===== src/rtl/pcm_pingpong_dma.sv =====
module pcm_pingpong_dma #(
  parameter int ADDR_W = 32,
  parameter int LEN_W  = 16
) (
  input  logic        clk,
  input  logic        rst_n,
  input  logic        reg_we,
  input  logic [4:0]  reg_addr,
  input  logic [15:0] reg_wdata,
  output logic [15:0] reg_rdata,
  input  logic        frame_req,
  output logic        fetch_req,
  output logic [31:0] fetch_addr,
  output logic        irq,
  output logic        play_pending
);
  localparam logic [4:0] A_CTRL = 5'h00, A_IRQ = 5'h02, A_S1L = 5'h04, A_S1H = 5'h06,
                         A_S2L = 5'h08, A_S2H = 5'h0A, A_L1 = 5'h0C, A_L2 = 5'h0E,
                         A_POSL = 5'h10, A_POSH = 5'h12, A_OFS = 5'h14, A_FMT = 5'h16;
  localparam int SUM_W = LEN_W + 1;

  logic [5:0]        ctrl_q, fmt_q;
  logic [1:0]        done_q;
  logic [ADDR_W-1:0] st1_q, st2_q;
  logic [LEN_W-1:0]  len1_q, len2_q, ofs_q;
  logic              sel_q;

  logic              run, empty, wrap, skip;
  logic [2:0]        bpf;
  logic [LEN_W-1:0]  len_act;
  logic [SUM_W-1:0]  sum;
  logic [1:0]        set_v, ack_v;
  logic [ADDR_W-1:0] pos;
  logic [31:0]       pos32, st1_32, st2_32;

  assign run     = ctrl_q[0];
  assign bpf     = (fmt_q[4] & fmt_q[5]) ? 3'd4 : (fmt_q[4] | fmt_q[5]) ? 3'd2 : 3'd1;
  assign len_act = sel_q ? len2_q : len1_q;
  assign empty   = (len_act == '0);
  assign sum     = {1'b0, ofs_q} + SUM_W'(bpf);
  assign fetch_req = run & frame_req & ~empty;
  assign wrap    = fetch_req & (sum >= {1'b0, len_act});
  assign skip    = run & empty;
  assign set_v   = (wrap | skip) ? (sel_q ? 2'b10 : 2'b01) : 2'b00;
  assign ack_v   = (reg_we && reg_addr == A_IRQ) ? reg_wdata[2:1] : 2'b00;

  assign pos        = (sel_q ? st2_q : st1_q) + ADDR_W'(ofs_q);
  assign pos32      = 32'(pos);
  assign st1_32     = 32'(st1_q);
  assign st2_32     = 32'(st2_q);
  assign fetch_addr = pos32;
  assign irq          = |done_q;
  assign play_pending = irq;

  always_ff @(posedge clk or negedge rst_n) begin
    if (!rst_n) begin
      ctrl_q <= '0;
      fmt_q  <= 6'h10;
      st1_q  <= '0;
      st2_q  <= '0;
      len1_q <= '0;
      len2_q <= '0;
    end else if (reg_we) begin
      case (reg_addr)
        A_CTRL: ctrl_q <= reg_wdata[5:0];
        A_FMT:  fmt_q  <= reg_wdata[5:0];
        A_S1L:  st1_q  <= ADDR_W'({st1_32[31:16], reg_wdata});
        A_S1H:  st1_q  <= ADDR_W'({reg_wdata, st1_32[15:0]});
        A_S2L:  st2_q  <= ADDR_W'({st2_32[31:16], reg_wdata});
        A_S2H:  st2_q  <= ADDR_W'({reg_wdata, st2_32[15:0]});
        A_L1:   len1_q <= LEN_W'(reg_wdata);
        A_L2:   len2_q <= LEN_W'(reg_wdata);
        default: ;
      endcase
    end
  end

  always_ff @(posedge clk or negedge rst_n) begin
    if (!rst_n) begin
      ofs_q  <= '0;
      sel_q  <= 1'b0;
      done_q <= '0;
    end else begin
      done_q <= (done_q & ~ack_v) | set_v;
      if (wrap | skip) begin
        ofs_q <= '0;
        sel_q <= ~sel_q;
      end else if (fetch_req) begin
        ofs_q <= sum[LEN_W-1:0];
      end
    end
  end

  always_comb begin
    case (reg_addr)
      A_CTRL: reg_rdata = {10'd0, ctrl_q};
      A_IRQ:  reg_rdata = {13'd0, done_q, 1'b0};
      A_S1L:  reg_rdata = st1_32[15:0];
      A_S1H:  reg_rdata = st1_32[31:16];
      A_S2L:  reg_rdata = st2_32[15:0];
      A_S2H:  reg_rdata = st2_32[31:16];
      A_L1:   reg_rdata = 16'(len1_q);
      A_L2:   reg_rdata = 16'(len2_q);
      A_POSL: reg_rdata = pos32[15:0];
      A_POSH: reg_rdata = pos32[31:16];
      A_OFS:  reg_rdata = 16'(ofs_q);
      A_FMT:  reg_rdata = {10'd0, fmt_q};
      default: reg_rdata = 16'd0;
    endcase
  end

  p_pause_hold_r2: assert property (@(posedge clk) disable iff (!rst_n)
    !run |=> ($stable(ofs_q) && $stable(sel_q)));
  p_flag_sticky_r5: assert property (@(posedge clk) disable iff (!rst_n)
    (done_q[0] && !ack_v[0]) |=> done_q[0]);
  p_set_wins_r6: assert property (@(posedge clk) disable iff (!rst_n)
    set_v[1] |=> done_q[1]);
  p_step_r7: assert property (@(posedge clk) disable iff (!rst_n)
    (fetch_req && !wrap) |=> (ofs_q == $past(ofs_q) + LEN_W'($past(bpf))));
  p_wrap_r8: assert property (@(posedge clk) disable iff (!rst_n)
    wrap |=> (ofs_q == '0 && sel_q != $past(sel_q)));
  p_irq_rise_r9: assert property (@(posedge clk) disable iff (!rst_n)
    $rose(irq) |-> $past(run));
endmodule


===== config.mk =====
export PLATFORM = sky130hd
export DESIGN_NAME = pcm_pingpong_dma
export DESIGN_NICKNAME = d
export VERILOG_FILES = /design/src/rtl/pcm_pingpong_dma.sv
export SDC_FILE = /design/constraint.sdc
export NUM_CORES = 1
export LEC_CHECK = 0
export CAP_MARGIN = 25
export CORE_UTILIZATION = 45
export DETAILED_ROUTE_END_ITERATION = 10
export GPL_ROUTABILITY_DRIVEN = 0
export RECOVER_POWER = 100
export SLEW_MARGIN = 20
export SYNTH_ARGS = -nofsm -noshare
export SYNTH_HDL_FRONTEND = slang
export SYNTH_SLANG_ARGS = --single-unit

===== constraint.sdc =====
create_clock -name clk -period 8.9 [get_ports clk]
set_input_delay 2.225 -clock clk [delete_from_list [all_inputs] [get_ports clk]]
set_output_delay 2.225 -clock clk [all_outputs]
set_load 0.02 [all_outputs]

# == Word-level counts from Yosys, hierarchy flattened ==
# Index checks and enable logic that the tools add are counted.
# W data, S select, Z words.
# totals
output_inout_bits,51
reg_bits,127
word_cells,66
# op_classes
magnitude_cmp,1
n_mux,12
n_eq_ne,11
n_bitwise,16
n_reduce_logical,13
n_addsub,2
# ops
op,n
$pmux W16 S12,1
$pmux W32 S2,2
$mux W16,3
$add A32 B16 Y32,1
$mux W32,1
$eq A5 B4 Y1 const B,4
$eq A5 B5 Y1 const B,4
$add A16 B3 Y17,1
$ge A17 B16 Y1,1
$logic_not A16 Y1,1
$reduce_and A3 Y1,4
$eq A5 B3 Y1 const B,2
$mux W2,4
$reduce_and A2 Y1,4
$not A1 Y1,6
$and A1 B1 Y1,5
$eq A5 B2 Y1 const B,1
$logic_not A5 Y1,1
$mux W3,1
$and A2 B2 Y2,1
$not A2 Y2,1
$or A1 B1 Y1,2
$or A2 B2 Y2,1
$reduce_bool A2 Y1,1
2 further kinds,2

# == Longest topological paths before layout ==
# Gate-level depths: netlist (run 1).
# logic_depth
word_depth,9
depth_mapped,19

# == Worst setup path after synthesis (run 1) ==
# No wires, ideal clock.
# synth_timing
kind,reg-to-output
from,reg sel_q
to,out reg_rdata[10]
path_slack_ps,2330
arrival_ps,4345
stages_incl_launch_ff,15
required_time_ps,6675
cell_sequence,dfrtp_1 -> buf_4 -> buf_2 -> buf_2 -> buf_2 -> mux2_2 -> ha_1 -> fa_1 -> a211o_1 -> a211oi_4 -> nor3_2 -> o311a_4 -> o311ai_1 -> xor2_1 -> a221o_1
# synth_via
elab_chain_cells,3
# synth_lines
item,line_no,text
start: declaration,26,logic sel_q;
start signal: assignment,87,sel_q <= ~sel_q;
$mux W32,47,assign pos = (sel_q ? st2_q : st1_q) + ADDR_W'(ofs_q);
$add A32 B16 Y32,47,
named net fetch_addr[26],13,"output logic [31:0] fetch_addr,"
$pmux W16 S12,95,case (reg_addr)
end: declaration,10,"output logic [15:0] reg_rdata,"
# The timed path passes the listed nets, and every way through them passes these cells.

# == Worst setup path after layout (run 1) ==
# layout_timing
from,in reg_addr[2]
to,out reg_rdata[12]
# layout_via
elab_chain_cells,2
word_cells_on_any_way,13
cone_classes,11 x eq/ne; 1 x mux; 1 x reduce/logical
# layout_lines
item,line_no,text
start: declaration,8,"input logic [4:0] reg_addr,"
$eq A5 B5 Y1 (tied with other cells),95,
$pmux W16 S12 *,95,
# Every way passes the cells marked *; elsewhere a longest branch is shown, timed or not.

==> key figures, run 1 <==
Detailed routing
  • Antenna viol nets, final: 0
  • Vias per inst: 6.41
  • Drt wl/cell: 24.7 um
  • Iteration-0 DRC Markers: 712
  • DRC errors left: 0
  • DR vias: 7524
  • DRT Wirelength: 29000 um
  • DRT Pass-1 Iters: 7

Cells and area
  • Multi-input gate area: 0.00511 mm^2
  • Final net count: 991
  • Layout fillers: 1722
  • Storage cell area: 0.00318 mm^2
  • Final Util: 0.533
  • Diode count: 0
  • Layout cell share with drive strength beyond 1: 0.163
  • Area grow syn2layout: 16.1%

Pwr
  • Pwr per Cell Area: 248 mW/mm^2
  • Worst ir drop on vdd: 0.000131 V
  • Pleak: 4.57 nW

Timing
  • Setup TNS: 0 ns
  • Setup skew after layout: 0.00754 ns
  • RSZ-0062 raised after global routing: no
  • Fin crit period: 8.28 ns
  • Tcrit/Tclk final: 0.930
  • Tightest Pin Transition: 3.88 ns
  • Final-report setup violation count: 0
  • Normalized max-slew margin: -1.59
  • Hold Violations, Final: 0
  • Fin. max-slew vios: 68
  • Fmax: 121 MHz

Min path
  • Worst hold path class: reg -> reg

Floorplan
  • Die X: 140 um
  • Core area: 0.0187 mm^2
  • Initial core utilization: 0.459
  • Boundary Pins: 76
  • Die Span Y: 140 um
  • Die area: 0.0196 mm^2
  • FP Rows: 50

Outcome
  • Status: finished with violations
  • Violated checks: capacitance limit, slew limit

Synth
  • Number of flops mapped to enable cells by yosys: 0
  • Post-synthesis xor/xnor area fraction: 0.0418
  • Synth Net Count: 942
  • Synth cell types: 72
  • Register area share after synthesis: 0.370
  • Seq cells post-synth: 127
  • Post-Syn Instances: 878
  • Commonest cells in the netlist: nand2_1, dfrtp_1, mux2_2
  • Primary FF master, synth: dfrtp_1
  • Adder and majority gate portion of the synthesized area: 0.0585
  • Mux cell area share after synthesis: 0.166
  • Async set or reset register ratio after synthesis: 1.00
  • Post-synthesis compound-gate area fraction: 0.188
  • Synth area leader: dfrtp_1
  • Ys Warns: 0
  • Synth top area share: 0.367
  • Syn Area/Cell: 9.78 um^2
  • Mapped cell area: 0.00859 mm^2
  • Combinational family with the most area after synthesis: compound AO/OA/AOI/OAI gates
  • Simple logic cell fraction of the synthesized area: 0.143
  • Top post-synthesis cells by area: dfrtp_1, mux2_2, nand2_1, ha_1, mux2i_1
  • Most instantiated library cell after synthesis: nand2_1

Clock network
  • Root buffer selected by CTS: clkbuf_16
  • PostCTS Resize Cnt: 0
  • Clock buffer count from CTS: 17
  • TritonCTS Sinks: 127
  • Clk slew on worst S/H paths: 0.06 ns
  • Post-CTS setup buffer count: 0
  • H-tree depth: 4
  • CTS Hold Buffers Added: 0
  • Clock Latency Late Sink: 0.42 ns
  • Clk buf depth: 2
  • CTS tree: yes

Setup path
  • CP Cell Sequence: dlygate4sd3_1, nor3b_1, and2_0, a222oi_1, nand2_1, a21oi_1, a21bo_1, dlygate4sd3_1
  • Crit Path Class: in -> out
  • Slowest CP cell: dlygate4sd3_1
  • Kind of end point of the critical path: output pin
  • WP data arrival: 6.05 ns
  • CP max stage delay: 0.99 ns
  • Buf+Inv Stages, Crit Path: 2
  • CP delay by family, top: simple AND/OR/NAND/NOR gates
  • Max FO, Critical Path: 18
  • CP dominant cell by count: dlygate4sd3_1
  • Critical Path RT: 6.68 ns
  • Startpoint Class: input pin

Global route
  • Total global routing overflow: 0
  • Largest net degree at the start of global routing: 68
  • Vias in the first global route: 7289
  • GRT Total Usage: 0.305
  • Antenna violations before repair: 0
  • First-pass GRT wire length: 44300 um

Job
  • MaxCap Viol Count: 1

Placed design
  • Port Buffers: 75
  • HPWL Detailed: 21400 um
-- worst register-to-register path, stage by stage, from the launching register on --
cell	delay, ns
dfstp_1	0.64
inv_1	0.08
ha_1	0.31
inv_1	0.06
fa_1	0.44
nor2b_1	0.16
o2111ai_1	0.28
inv_1	0.23
nand2_1	0.08
xnor2_1	0.25
ha_1	0.30
a21o_1	0.16
a21oi_1	0.16
o21ai_0	0.10
a221oi_1	0.84
nand3_1	0.60
nor4_1	0.33
a21o_1	0.11
-- through the flow --
step	setup slack, ns	cells	instance area, um^2	total power [W]	hold WS [ns]
2_1_floorplan	2.33	878	8590	0.00144	0.461
6_report	0.622	1174	9970	0.00248	0.512
3_3_place_gp	1.22	1141	9480	0.00183	0.489
3_5_place_dp	1.16	1141	9490	0.00184	0.493
4_1_cts	1.16	1173	10000	0.00250	0.510
5_1_grt	0.466	1174	9970	0.00260	0.524
-- path summary, 6_finish.rpt --
check / from / endpoint / slack, ns / cells after the start
setup / recovery: reg_addr[2] / reg_rdata[12] / 0.62 / 8
hold / removal: fmt_q[0] / fmt_q[0] / 0.51 / 1
setup reg to reg: fmt_q[4] / ofs_q[15] / 3.71 / 17
hold reg to reg: fmt_q[0] / fmt_q[0] / 0.51 / 1
max in group asynchronous: rst_n / ctrl_q[2] / 2.76 / 2
min in group asynchronous: rst_n / ofs_q[1] / 3.15 / 1
-- final cells by class --
cell class | count | share of cell area
multi-input combinational | 686 | 0.512
sequential | 127 | 0.319
timing repair buffer | 83 | 0.0798
clock buffer | 17 | 0.0427
tap | 234 | 0.0294
clock inverter | 15 | 0.0127
inverter | 12 | 0.00452
-- layout by cell type (no fill, tap or decap), drive strengths merged, types with 12 or more instances in the layout --
master         Yosys  final
nand4             15     15
dlygate4sd3        0     49
nor2b             12     12
clkdlybuf4s50      0     25
clkbuf            36     24
o21ai             59     59
a21o              14     14
ha                37     37
xor2              20     20
a21oi             30     30
a22oi             25     25
xnor2             21     21
nand3             27     27
a222oi            16     16
dfrtp            126    126
nand2            130    130
nor2              22     22
mux2i             29     29
mux2             101    101
inv               12     19
-- sequential cells by signal (all words and copies together), names as in the netlist --
| signal | cells |
|---|---|
| len1_q | 16 |
| ctrl_q | 6 |
| sel_q | 1 |
| done_q | 2 |
| len2_q | 16 |
| st2_32 | 32 |
| fmt_q | 6 |
| st1_32 | 32 |
| ofs_q | 16 |
-- logic make-up after synthesis --
| kind of cell | count (synthesis) |
|---|---|
| compound gates | 218 |
| xor+xnor | 41 |
| fa+ha+maj | 39 |
| buf+inv | 65 |
| flops | 127 |
| mux | 130 |
| simple gates | 258 |
-- per-layer routing --
metal	vias up	GRT usage	part of all wire
met5	-	0	0
met4	0	0.106	0.027
met3	65	0.0588	0.078
met2	356	0.466	0.44
met1	3716	0.431	0.45
li1	3387	-	-
-- report_power, final --
part	internal [W]	switching [W]
sequential	0.000686	0.000167
clock	0.000365	0.000293
combinational	0.000432	0.000535
No activity file was read; power rests on OpenSTA's default activity.
==> run 2: changes to the inputs <==
--- a/config.mk
+++ b/config.mk
@@ -6,7 +6,7 @@
 export NUM_CORES = 1
 export LEC_CHECK = 0
 export CAP_MARGIN = 25
-export CORE_UTILIZATION = 45
+export CORE_UTILIZATION = 40
 export DETAILED_ROUTE_END_ITERATION = 10
 export GPL_ROUTABILITY_DRIVEN = 0
 export RECOVER_POWER = 100
==> run 2 against run 1 <==
- wire length rose by 0.38%
- highest routed layer unchanged
- utilization fell by 5.2 points
- register-to-register slack improved by 0.18 ns
- critical path type unchanged
- power rose by 3.6%
- non-clock buffer count rose by 6
- combinational power rose by 2%
- sequential cell count did not move
- largest cell class unchanged
- the run still ends with capacitance limit, slew limit left
==> key figures, run 2 (synthesized netlist as in run 1, its figures left out) <==
Outcome
  • Status: finished with violations
  • Violated checks: capacitance limit, slew limit

Timing
  • Hold Violations, Final: 0 (unchanged)
  • Tcrit/Tclk final: 0.930 (about the same)
  • Fin crit period: 8.28 ns (+0.00243 ns)
  • Setup skew after layout: 0.0124 ns (+0.00485 ns)
  • Tightest Pin Transition: 3.71 ns (-0.166 ns)
  • RSZ-0062 raised after global routing: no
  • Normalized max-slew margin: -1.48 (+0.111)
  • Setup TNS: 0 ns (unchanged)
  • Fin. max-slew vios: 130 (+91%)
  • Final hold slack: 0.513 ns (+0.000350 ns)
  • Fmax: 121 MHz (about the same)
  • Final-report setup violation count: 0 (unchanged)

Setup path
  • CP dominant cell by count: dlygate4sd3_1
  • Critical Path RT: 6.68 ns (about the same)
  • Flop2flop setup slack: 3.89 ns (+0.18 ns)
  • CP max stage delay: 1.03 ns (+0.04 ns)
  • Kind of end point of the critical path: output pin
  • Slowest CP cell: dlygate4sd3_1
  • Max FO, Critical Path: 18 (unchanged)
  • CP delay by family, top: simple AND/OR/NAND/NOR gates
  • Crit Path Class: in -> out
  • CP Cell Sequence: dlygate4sd3_1, nor3b_1, and2_0, a222oi_1, nand2_1, a21oi_1, a21bo_1, dlygate4sd3_1
  • Startpoint Class: input pin
  • WP data arrival: 6.06 ns (about the same)
  • Buf+Inv Stages, Crit Path: 2 (unchanged)

Pwr
  • Worst ir drop on vdd: 0.000118 V (-10%)
  • Pwr per Cell Area: 254 mW/mm^2 (+2.1%)
  • Pleak: 4.63 nW (+1.2%)

Clock network
  • Clock Latency Late Sink: 0.43 ns (about the same)
  • Clock buffer count from CTS: 17 (unchanged)
  • H-tree depth: 4 (unchanged)
  • Clk slew on worst S/H paths: 0.06 ns (about the same)
  • Clk buf depth: 2 (unchanged)
  • Root buffer selected by CTS: clkbuf_16
  • Post-CTS setup buffer count: 0 (unchanged)
  • CTS Hold Buffers Added: 0 (unchanged)
  • TritonCTS Sinks: 127 (unchanged)
  • PostCTS Resize Cnt: 0 (unchanged)
  • CTS tree: yes

Detailed routing
  • DRC errors left: 0 (unchanged)
  • DRT Wirelength: 29100 um (+0.38%)
  • DRT Pass-1 Iters: 8 (+1)
  • Iteration-0 DRC Markers: 790 (+11%)
  • DR vias: 7571 (+0.62%)
  • Vias per inst: 6.20 (-3.2%)
  • Antenna viol nets, final: 0 (unchanged)
  • Drt wl/cell: 23.8 um (-3.5%)

Cells and area
  • Final net count: 997 (+0.61%)
  • Commonest non-fill, non-tap cell in the layout: nand2_1
  • Area grow syn2layout: 17.8%
  • Layout cell share with drive strength beyond 1: 0.164 (+0.00108)
  • Leading cell types in the layout, fill and taps excluded: nand2_1, dfrtp_1, mux2_2
  • Diode count: 0 (unchanged)
  • Layout fillers: 1976 (+15%)

Global route
  • Total global routing overflow: 0 (unchanged)
  • Largest net degree at the start of global routing: 69 (+1.5%)
  • First-pass GRT wire length: 44600 um (+0.72%)
  • Vias in the first global route: 7223 (-0.91%)
  • GRT Total Usage: 0.273 (-0.0321)
  • Antenna violations before repair: 0 (unchanged)

Job
  • MaxCap Viol Count: 2 (+1)

Floorplan
  • Die area: 0.0221 mm^2 (+12%)
  • Boundary Pins: 76 (unchanged)
  • Core area: 0.0210 mm^2 (+12%)
  • Initial core utilization: 0.409 (-0.0506)
  • FP Rows: 53 (+6.0%)
  • Die X: 149 um (+6.0%)
  • Die Span Y: 149 um (+6.0%)

Min path
  • Worst hold path class: reg -> reg

Placed design
  • HPWL Detailed: 21700 um (+1.1%)
  • Port Buffers: 75 (unchanged)
==> run 2: layer usage <==
layer,wire length [um],track usage
met2,13300,0.428
met5,0,0
met4,630,0.0804
met3,2320,0.0558
met1,12800,0.378
==> run 2: final timing paths <==
check,endpoint,cells past startpoint,start
max,reg_rdata[14],8,reg_addr[2]
min,st1_32[6],2,st1_32[6]
max reg2reg,ofs_q[15],15,fmt_q[4]
min reg2reg,st1_32[6],2,st1_32[6]
max in group asynchronous,st2_32[17],2,rst_n
min in group asynchronous,ofs_q[8],1,rst_n
==> run 2: power breakdown <==
part	internal (W)	total [W]	switching, W
sequential	0.000686	0.000842	0.000156
clock	0.000462	0.000742	0.000280
combinational	0.000431	0.000982	0.000551
==> run 2: cell type report <==
| type | count | area (um^2) | area share |
|---|---|---|---|
| clock buffers | 19 | 453 | 0.0448 |
| clock inverters | 13 | 176 | 0.0174 |
| inverters | 12 | 45.0 | 0.00445 |
| multi-input cells | 686 | 5100 | 0.504 |
| flip-flops and latches | 127 | 3180 | 0.314 |
| well taps | 275 | 344 | 0.0340 |
| repair buffers | 89 | 821 | 0.0811 |
==> run 2: worst min-delay path, stage by stage, from the launching register on <==
cell     delay [ns]
dfrtp_1        0.36
nand2_1        0.05
o21ai_0        0.06
==> run 2: stage by stage <==
step            util  setup slack [ns]  power [W]  std cells  area, um^2
2_1_floorplan      -              2.33    0.00144        878        8590
3_3_place_gp   0.454              1.28    0.00183       1186        9550
3_5_place_dp   0.456              1.21    0.00184       1188        9600
4_1_cts        0.486              1.19    0.00259       1220       10200
5_1_grt        0.481             0.542    0.00269       1221       10100
6_report       0.481             0.619    0.00257       1221       10100
==> run 3: changes to the inputs <==
--- a/config.mk
+++ b/config.mk
@@ -9,6 +9,7 @@
 export CORE_UTILIZATION = 40
 export DETAILED_ROUTE_END_ITERATION = 10
 export GPL_ROUTABILITY_DRIVEN = 0
+export GPL_TIMING_DRIVEN = 0
 export RECOVER_POWER = 100
 export SLEW_MARGIN = 20
 export SYNTH_ARGS = -nofsm -noshare
==> run 3 against run 2 <==
- the run still ends with capacitance limit, slew limit left
- combinational power grew 5%
- clock power is essentially flat
- sequential cell count stayed put
- power grew 1.2%
- critical path depth up 3
- final cell count increased by 3.0%
- final area is 1.1% higher
- non-clock buffer count up 37
- clock-buffer cell count fell by 1
- critical path type unchanged
==> key figures, run 3 (synthesized netlist as in run 1, its figures left out) <==
Cells and area
  • Final net count: 1034 (+3.7%)
  • Leading cell types in the layout, fill and taps excluded: nand2_1, dfrtp_1, mux2_2
  • Diode count: 0 (unchanged)
  • Area grow syn2layout: 19.1%
  • Layout fillers: 1985 (+0.46%)
  • Layout cell share with drive strength beyond 1: 0.167 (+0.00299)
  • Commonest non-fill, non-tap cell in the layout: nand2_1

Setup path
  • Max FO, Critical Path: 10 (-8)
  • Reg2reg path depth: 15 (unchanged)
  • Kind of end point of the critical path: output pin
  • End of the worst register-to-register path: ofs_q[15]
  • Critical Path RT: 6.68 ns (about the same)
  • FF-to-FF Start: sel_q
  • CP max stage delay: 0.67 ns (-0.36 ns)
  • WP data arrival: 6.33 ns (+0.27 ns)
  • Crit Path Class: in -> out
  • CP Cell Sequence: dlygate4sd3_1, clkbuf_1, nor4b_1, clkbuf_1, and2_0, clkbuf_1, a221oi_1, nand2_1, a21oi_1, a21bo_1, dlygate4sd3_1
  • Slowest CP cell: dlygate4sd3_1
  • Flop2flop setup slack: 3.24 ns (-0.65 ns)
  • CP dominant cell by count: clkbuf_1
  • Startpoint Class: input pin

Clock network
  • Clk slew on worst S/H paths: 0.06 ns (about the same)
  • CTS tree: yes
  • Root buffer selected by CTS: clkbuf_16
  • CTS Hold Buffers Added: 0 (unchanged)
  • TritonCTS Sinks: 127 (unchanged)
  • PostCTS Resize Cnt: 0 (unchanged)
  • Clk buf depth: 2 (unchanged)
  • Clock Latency Late Sink: 0.43 ns (about the same)
  • H-tree depth: 4 (unchanged)
  • Post-CTS setup buffer count: 0 (unchanged)
  • Clock buffer count from CTS: 17 (unchanged)

Timing
  • Tightest Pin Transition: 4.33 ns (+0.615 ns)
  • Fin. max-slew vios: 130 (unchanged)
  • Fin crit period: 8.56 ns (+0.277 ns)
  • Setup skew after layout: 0.0103 ns (-0.00207 ns)
  • Hold Violations, Final: 0 (unchanged)
  • Final-report setup violation count: 0 (unchanged)
  • RSZ-0062 raised after global routing: no
  • Normalized max-slew margin: -1.89 (-0.410)
  • Setup TNS: 0 ns (unchanged)
  • Fmax: 117 MHz (-3.2%)
  • Tcrit/Tclk final: 0.962 (+0.0311)

Floorplan
  • Die X: 149 um (unchanged)
  • Initial core utilization: 0.409 (unchanged)
  • FP Rows: 53 (unchanged)
  • Core area: 0.0210 mm^2 (unchanged)
  • Die area: 0.0221 mm^2 (unchanged)
  • Boundary Pins: 76 (unchanged)
  • Die Span Y: 149 um (unchanged)

Detailed routing
  • DRT Pass-1 Iters: 8 (unchanged)
  • Iteration-0 DRC Markers: 764 (-3.3%)
  • DRC errors left: 0 (unchanged)
  • Antenna viol nets, final: 0 (unchanged)
  • DRT Wirelength: 31000 um (+6.4%)
  • Vias per inst: 6.18 (-0.38%)
  • Drt wl/cell: 24.6 um (+3.3%)
  • DR vias: 7771 (+2.6%)

Outcome
  • Violated checks: capacitance limit, slew limit
  • Status: finished with violations

Global route
  • GRT Total Usage: 0.289 (+0.0164)
  • Total global routing overflow: 0 (unchanged)
  • Busiest grt layer: met2
  • Antenna violations before repair: 1 (+1)
  • Largest net degree at the start of global routing: 96 (+39%)
  • GR Layer Usage met3: 0.0782 (+0.0224)
  • Met1 usage: 0.394 (+0.0157)
  • Vias in the first global route: 7630 (+5.6%)
  • Met2 global-route usage: 0.432 (+0.00374)
  • First-pass GRT wire length: 46900 um (+5.1%)

Placed design
  • HPWL Detailed: 23300 um (+7.5%)
  • Port Buffers: 71 (-5.3%)

Min path
  • Min-delay src: fmt_q[0]
  • Worst hold path class: reg -> reg
  • Worst Hold Path EP: fmt_q[0]
  • Worst Hold Depth: 1 (-1)

Pwr
  • Design Power: 0.00260 W (+1.2%)
  • Pwr per Cell Area: 254 mW/mm^2 (about the same)
  • Worst ir drop on vdd: 0.000120 V (+2.0%)
  • Pleak: 4.67 nW (+0.80%)

Job
  • MaxCap Viol Count: 2 (unchanged)
run 3: cell count changes in the layout (fill, tap and decap cells not counted), sizes merged:
| cell | previous run | this run |
|---|---|---|
| inv | 17 | 19 |
| clkbuf | 28 | 62 |
| buf | 6 | 11 |
| dlymetal6s4s | 0 | 1 |
| clkinv | 5 | 3 |
| clkdlybuf4s50 | 25 | 23 |
| bufinv | 3 | 2 |
| clkinvlp | 0 | 2 |
| dlygate4sd3 | 49 | 47 |
run 3: worst max-delay path, delay by kind of cell:
kind            cells  cell delay, ns
compound gates      3            0.44
buf+inv             5            2.68
simple gates        3            0.99
run 3: worst max-delay path by stage:
stage,from,endpoint,slack [ns],depth (start not counted)
4_1_cts,sel_q,reg_rdata[5],0.63,16
3_5_place_dp,reg_addr[3],reg_rdata[0],1.02,10
6_report,reg_addr[1],reg_rdata[14],0.34,11
2_1_floorplan,sel_q,reg_rdata[10],2.33,14
3_3_place_gp,rst_n,st1_32[2],0.19,1
5_1_grt,reg_addr[3],reg_rdata[11],0.25,9
run 3: layout make-up:
cell class,instances,area (um^2),share of cell area
Clock buffer,18,439,0.0429
Tap cell,275,344,0.0336
Multi-Input combinational cell,686,5110,0.499
Timing Repair Buffer,73,721,0.0704
Sequential cell,127,3180,0.311
Inverter,12,45.0,0.00440
Buffer,53,223,0.0218
Clock inverter,14,173,0.0169
run 3: layer usage:
metal	routed length, um	vias up
li1	-	3457
met3	2890	87
met4	1070	0
met2	13700	392
met1	13300	3835
met5	0	-
run 3: through the flow:
stage / worst slack, ns / hold WS [ns] / std cells / utilization / area [um^2]
floorplan: 2.33 / 0.461 / 878 / - / 8590
global placement: 0.191 / 0.490 / 1224 / 0.459 / 9650
CTS: 0.632 / 0.507 / 1257 / 0.489 / 10300
finish: 0.342 / 0.511 / 1258 / 0.487 / 10200
detailed placement: 1.02 / 0.493 / 1225 / 0.460 / 9680
global route: 0.248 / 0.533 / 1258 / 0.487 / 10200
run 3: power breakdown:
group	total, W	leakage, nW	internal [W]	switching [W]
Combinational	0.00103	2.73	0.000437	0.000589
Sequential	0.000831	1.64	0.000686	0.000145
Clock	0.000739	0.295	0.000432	0.000308
Total	0.00260	4.67	0.00155	0.00104
